===== src/rtl/eeprom_page_pkg.sv =====
package eeprom_page_pkg;
  typedef enum logic [2:0] {
    PH_IDLE,
    PH_GETADDR,
    PH_GETDATA,
    PH_HAVEDATA,
    PH_READ
  } phase_t;

  typedef struct packed {
    logic clearPage;
    logic loadPtr;
    logic storeByte;
    logic commit;
    logic readByte;
  } strobe_t;
endpackage


===== src/rtl/eeprom_page_ctrl_fsm.sv =====
module eeprom_page_ctrl_fsm
  import eeprom_page_pkg::*;
#(
  parameter int WRITE_CYCLES = 1000
) (
  input  logic    clk,
  input  logic    rst_n,
  input  logic    addrValid,
  input  logic    addrRead,
  input  logic    rxValid,
  input  logic    stopEv,
  input  logic    rdReq,
  output strobe_t strb,
  output logic    busy
);
  localparam int CNT_W = $clog2(WRITE_CYCLES + 1);

  phase_t           phase, phaseNext;
  logic [CNT_W-1:0] cycleCnt;

  assign busy = (cycleCnt != '0);

  always_comb begin
    strb      = '0;
    phaseNext = phase;
    if (!busy) begin
      if (addrValid) begin
        strb.clearPage = 1'b1;
        phaseNext      = addrRead ? PH_READ : PH_GETADDR;
      end else if (stopEv) begin
        strb.commit = (phase == PH_HAVEDATA);
        phaseNext   = PH_IDLE;
      end else if (rxValid) begin
        if (phase == PH_GETADDR) begin
          strb.loadPtr = 1'b1;
          phaseNext    = PH_GETDATA;
        end else if (phase == PH_GETDATA || phase == PH_HAVEDATA) begin
          strb.storeByte = 1'b1;
          phaseNext      = PH_HAVEDATA;
        end
      end else if (rdReq && phase == PH_READ) begin
        strb.readByte = 1'b1;
      end
    end
  end

  always_ff @(posedge clk) begin
    if (!rst_n) begin
      phase    <= PH_IDLE;
      cycleCnt <= '0;
    end else begin
      phase <= phaseNext;
      if (strb.commit) cycleCnt <= CNT_W'(WRITE_CYCLES);
      else if (busy)   cycleCnt <= cycleCnt - 1'b1;
    end
  end

  // busy can only begin right after a STOP
  assert_busy_after_stop_R4: assert property (@(posedge clk) disable iff (!rst_n)
    $rose(busy) |-> $past(stopEv));

  // no action is taken while programming
  assert_quiet_when_busy_R6: assert property (@(posedge clk) disable iff (!rst_n)
    busy |-> (strb == '0));

  assert_single_strobe: assert property (@(posedge clk) disable iff (!rst_n)
    $onehot0(strb));
endmodule


===== src/rtl/eeprom_page_datapath.sv =====
module eeprom_page_datapath
  import eeprom_page_pkg::*;
#(
  parameter int MEM_BYTES  = 256,
  parameter int PAGE_BYTES = 16
) (
  input  logic       clk,
  input  logic       rst_n,
  input  strobe_t    strb,
  input  logic [2:0] addrHi,
  input  logic [7:0] rxData,
  input  logic       wpIn,
  output logic       rdValid,
  output logic [7:0] rdData
);
  localparam int ADDR_W = $clog2(MEM_BYTES);
  localparam int PAGE_W = $clog2(PAGE_BYTES);
  localparam int UP_W   = ADDR_W - PAGE_W;

  logic [7:0]            mem     [MEM_BYTES];
  logic [7:0]            pageBuf [PAGE_BYTES];
  logic [PAGE_BYTES-1:0] pageMask;
  logic [ADDR_W-1:0]     ptr;
  logic [2:0]            hiLat;

  wire [UP_W-1:0]   ptrUp = ptr[ADDR_W-1:PAGE_W];
  wire [PAGE_W-1:0] ptrLo = ptr[PAGE_W-1:0];

  always_ff @(posedge clk) begin
    if (!rst_n) begin
      ptr      <= '0;
      hiLat    <= '0;
      pageMask <= '0;
      rdValid  <= 1'b0;
      rdData   <= '0;
      for (int a = 0; a < MEM_BYTES; a++) mem[a] <= '0;
      for (int s = 0; s < PAGE_BYTES; s++) pageBuf[s] <= '0;
    end else begin
      rdValid <= strb.readByte;
      if (strb.clearPage) begin
        pageMask <= '0;
        hiLat    <= addrHi;
      end
      if (strb.loadPtr) ptr <= ADDR_W'({hiLat, rxData});
      if (strb.storeByte) begin
        pageBuf[ptrLo]  <= rxData;
        pageMask[ptrLo] <= 1'b1;
        ptr             <= {ptrUp, PAGE_W'(ptrLo + 1'b1)};
      end
      if (strb.readByte) begin
        rdData <= mem[ptr];
        ptr    <= ptr + 1'b1;
      end
      if (strb.commit) begin
        for (int s = 0; s < PAGE_BYTES; s++) begin
          if (pageMask[s] && !(wpIn && ptrUp[UP_W-1]))
            mem[{ptrUp, PAGE_W'(s)}] <= pageBuf[s];
        end
        pageMask <= '0;
      end
    end
  end

  // a page byte moves only the in-page bits
  assert_page_upper_fixed_R3: assert property (@(posedge clk) disable iff (!rst_n)
    strb.storeByte |=> (ptrUp == $past(ptrUp)) &&
                       (ptrLo == PAGE_W'($past(ptrLo) + 1'b1)));

  // reads advance the whole pointer
  assert_read_advance_R7: assert property (@(posedge clk) disable iff (!rst_n)
    strb.readByte |=> ptr == ADDR_W'($past(ptr) + 1'b1));

  // read data appears on the following cycle
  assert_rdvalid_follows_R12: assert property (@(posedge clk) disable iff (!rst_n)
    rdValid |-> $past(strb.readByte));
endmodule


===== src/rtl/eeprom_page_ctrl.sv =====
module eeprom_page_ctrl
  import eeprom_page_pkg::*;
#(
  parameter int MEM_BYTES    = 256,
  parameter int PAGE_BYTES   = 16,
  parameter int WRITE_CYCLES = 1000
) (
  input  logic       clk,
  input  logic       rst_n,
  input  logic       addrValid,
  input  logic       addrRead,
  input  logic [2:0] addrHi,
  input  logic       rxValid,
  input  logic [7:0] rxData,
  input  logic       stopEv,
  input  logic       rdReq,
  input  logic       wpIn,
  output logic       busy,
  output logic       rdValid,
  output logic [7:0] rdData
);
  strobe_t strb;

  eeprom_page_ctrl_fsm #(.WRITE_CYCLES(WRITE_CYCLES)) u_fsm (
    .clk(clk), .rst_n(rst_n), .addrValid(addrValid), .addrRead(addrRead),
    .rxValid(rxValid), .stopEv(stopEv), .rdReq(rdReq), .strb(strb), .busy(busy)
  );

  eeprom_page_datapath #(.MEM_BYTES(MEM_BYTES), .PAGE_BYTES(PAGE_BYTES)) u_dp (
    .clk(clk), .rst_n(rst_n), .strb(strb), .addrHi(addrHi), .rxData(rxData),
    .wpIn(wpIn), .rdValid(rdValid), .rdData(rdData)
  );
endmodule


===== config.mk =====
export PLATFORM = sky130hd
export DESIGN_NAME = eeprom_page_ctrl
export DESIGN_NICKNAME = d
export VERILOG_FILES = /design/src/rtl/eeprom_page_pkg.sv /design/src/rtl/eeprom_page_ctrl_fsm.sv /design/src/rtl/eeprom_page_datapath.sv /design/src/rtl/eeprom_page_ctrl.sv
export SDC_FILE = /design/constraint.sdc
export NUM_CORES = 2
export LEC_CHECK = 0
export ABC_AREA = 1
export CAP_MARGIN = 20
export CORE_ASPECT_RATIO = 0.7
export CORE_MARGIN = 2
export CORE_UTILIZATION = 55
export CTS_CLUSTER_SIZE = 24
export DETAILED_ROUTE_END_ITERATION = 10
export PLACE_DENSITY = 0.78
export RECOVER_POWER = 25
export SKIP_CTS_REPAIR_TIMING = 1
export SYNTH_ARGS = -nofsm -noshare
export SYNTH_HDL_FRONTEND = slang
export SYNTH_SLANG_ARGS = --single-unit
export TNS_END_PERCENT = 10

===== constraint.sdc =====
create_clock -name clk -period 4.67 [get_ports clk]
set_clock_uncertainty 0.2 [all_clocks]
set_input_delay 1.401 -clock clk [delete_from_list [all_inputs] [get_ports clk]]
set_output_delay 1.401 -clock clk [all_outputs]
set_load 0.01 [all_outputs]

==> flow_summary.json <==
{
  "status": "finished, violations left",
  "failed_checks": "max-capacitance violations, max-slew violations",
  "muxShareOfSynthArea_pct": 0,
  "initial_core_util_pct": 55.23,
  "crit_path_start_kind": "input pin",
  "grt_pass1_vias": 76782,
  "postSynthAreaPerCell_um2": 9.202,
  "ys_seq_elements": 2222,
  "synth_edf_count": 2176,
  "holdWs_ns": 0.2667,
  "slew_violations": 69,
  "p_comb_share_pct": 6.4,
  "fin_util_pct": 61.30,
  "grt_first_pass_wirelength_um": 535600,
  "slowest_delay_ns": 1.55,
  "die_w_um": 518.7,
  "ant_nets": 0,
  "ys_types": 42,
  "first_pass_iters": 9,
  "nNetsFinal": 11152,
  "final_cell_mix": "3950 x nor2_1, 2559 x nand2_1, 2176 x edfxtp_1",
  "clkSlewWorstSetupHoldPaths_ns": 0.06,
  "fp-row-count": 132,
  "syn_nets": 11108,
  "maxSlewHeadroom_pct": -35.29,
  "clkPwrFrac_pct": 40.1,
  "rsz0062_at_grt": "no",
  "die_y_um": 364.3,
  "synth.yosys.seq_area_share_pct": 64.97,
  "power.total_mw": 42.94,
  "p_int_mw": 32.74,
  "yosys.area_share.simple_pct": 25.60,
  "setup_violations": 0,
  "drt_iter0_drc": 16482,
  "ys.warnings.count": 0,
  "max-vdd-ir-drop_uv": 390.5,
  "clk_latency_ns": 0.86,
  "yosys.area_share.adder_pct": 0.07361,
  "top_level_ports": 29,
  "place.gp.congestion": 1.055,
  "wl_per_cell_um": 28.25,
  "slowest_stage": "clkbuf_2",
  "path_delay_family": "buffers and inverters",
  "fin_tns_setup_ns": 0,
  "max_freq_ghz": 0.2242,
  "synth_area_um2": 102000,
  "cts.sinks": 2222,
  "die_area_um2": 188900,
  "crit_required_ns": 5.22,
  "period_share_pct": 95.49,
  "path_buf_inv": 3,
  "grt_overflow": 0,
  "synth_area_leader_cell": "edfxtp_1",
  "grt_usage_pct": 40.40,
  "finalHoldViolCount": 0,
  "path_cells": "clkbuf_4, clkbuf_2, clkinv_1, a311oi_1",
  "mostFrequentLayoutCell": "nor2_1",
  "ys_top_cells_by_area": "edfxtp_1 64%, nor2_1 15%, nand2_1 9.2%",
  "num_vias": 83649,
  "cts_buffer_depth": 3,
  "cts_tree": "done",
  "synth_top_family_by_area": "simple AND/OR/NAND/NOR gates",
  "coreArea_um2": 184600,
  "dp_hpwl_um": 260600,
  "portBuffers": 25,
  "grt_start_max_net_pins": 143,
  "pwr-share-seq_pct": 53.5,
  "path_max_fanout": 68,
  "root_buffer": "clkbuf_16",
  "criticalPathCategory": "input pin to flip-flop",
  "cellLeakagePower_nw": 45.38,
  "holdCritPathClass": "flip-flop to flip-flop",
  "power_density_nw_per_um2": 379.4,
  "drc": 0,
  "cap_violations": 1,
  "wl_um": 389500,
  "avgViaCountPerCell": 6.067,
  "tightestPinTransition_ns": 2.029,
  "antenna_found_initial": 25,
  "cp.arrival_ns": 5.01,
  "yosys.area_share.xor_xnor_pct": 0.05153,
  "ys.flop_type": "edfxtp_1",
  "p_sw_share_pct": 23.74,
  "yosysTopAreaCellShare_pct": 64.07,
  "cts_inserted_buffers": 205,
  "syn2layout_area_growth_pct": 10.98,
  "drive_gt1_share_pct": 6.060,
  "p_switching_mw": 10.19,
  "async_flop_share_pct": 0,
  "netlist_instances": 11083,
  "cts-htree-levels": 4,
  "synth_compound_area_share_pct": 4.712,
  "min_period_ns": 4.459,
  "cp-end-kind": "flip-flop"
}
-- sequential cells by signal, indices dropped and copies added, names as in the netlist --
signal and cells:
u_dp.pageBuf 128, u_dp.mem 2048, u_fsm.cycleCnt 10, u_dp.rdValid 1, u_dp.rdData 8, u_fsm.phase 3
u_dp.pageMask 16, u_dp.ptr 8
-- final timing paths --
check                                                    start                              to  slack (ns)  depth (start not counted)
worst max-delay path                                     rst_n  u_fsm.cycleCnt[5]$_SDFFE_PN0P_        0.21                          4
worst min-delay path            u_fsm.cycleCnt[0]$_SDFFE_PP0P_  u_fsm.cycleCnt[0]$_SDFFE_PP0P_        0.27                          2
worst max register to register        u_dp.ptr[0]$_SDFFE_PN0P_     u_dp.rdData[6]$_SDFFE_PN0P_        0.46                         14
worst min register to register  u_fsm.cycleCnt[0]$_SDFFE_PP0P_  u_fsm.cycleCnt[0]$_SDFFE_PP0P_        0.27                          2
-- layout make-up --
| cell class | instances | area [um^2] |
|---|---|---|
| Fill cell | 14980 | 71460 |
| Timing Repair Buffer | 473 | 4300 |
| Tap cell | 2479 | 3102 |
| Clock buffer | 259 | 5478 |
| Multi-Input combinational cell | 7715 | 30860 |
| Inverter | 510 | 1934 |
| Antenna cell | 5 | 12.51 |
| Clock inverter | 124 | 1225 |
| Sequential cell | 2222 | 66270 |
-- synth_stat cells (all sizes together), types with 4 or more instances --
library cell,number
buf,259
a21oi,34
o22ai,9
inv,501
nor3b,16
nand3,158
nand2,2582
xor2,6
ha,6
dfxtp,46
clkinv,9
clkbuf,377
o21ai,900
edfxtp,2176
nor3,4
nor2,3980
nand4,6
-- routing by layer --
layer / vias up / wire [um] / GRT usage, %
met1: 39296 / 132200 / 53.39
met5: - / 198 / 0
met3: 1189 / 83380 / 22.21
li1: 35944 / - / -
met2: 7188 / 150200 / 53.06
met4: 32 / 23500 / 20.54
-- worst min-delay path: cells and delay by family (launching register included) --
kind | cells | cell delay (ns)
flops | 1 | 0.31
simple gates | 1 | 0.06
compound gates | 1 | 0.05
-- power by group through the flow --
stage / clock network (mW) / registers [mW] / logic [mW]
2_1_floorplan: 0 / 23.3 / 1.45
5_1_grt: 17.8 / 23.0 / 2.88
3_5_place_dp: 0 / 23.4 / 2.56
3_3_place_gp: 0 / 23.3 / 2.46
6_report: 17.2 / 23.0 / 2.76
4_1_cts: 17.1 / 23.0 / 2.58
-- metrics by stage --
step	instances	cell area (um^2)	worst slack, ns
2_1_floorplan	11083	102000	1.239
3_3_place_gp	13365	106400	0.3363
3_5_place_dp	13386	107000	0.2430
4_1_cts	13769	113700	0.3560
5_1_grt	13782	113200	0.1925
6_report	13787	113200	0.2105
-- cells by family (layout without fill, tap and decap cells) --
logic type | Yosys count | after routing
flip-flops | 2222 | 2222
AO/OA/AOI/OAI | 953 | 953
buffers and inverters | 1146 | 1366
AND/OR/NAND/NOR | 6750 | 6750
adder cells (fa/ha/maj) | 6 | 6
XOR/XNOR | 6 | 6
other | 0 | 5
No activity file was read; power rests on OpenSTA's default activity.
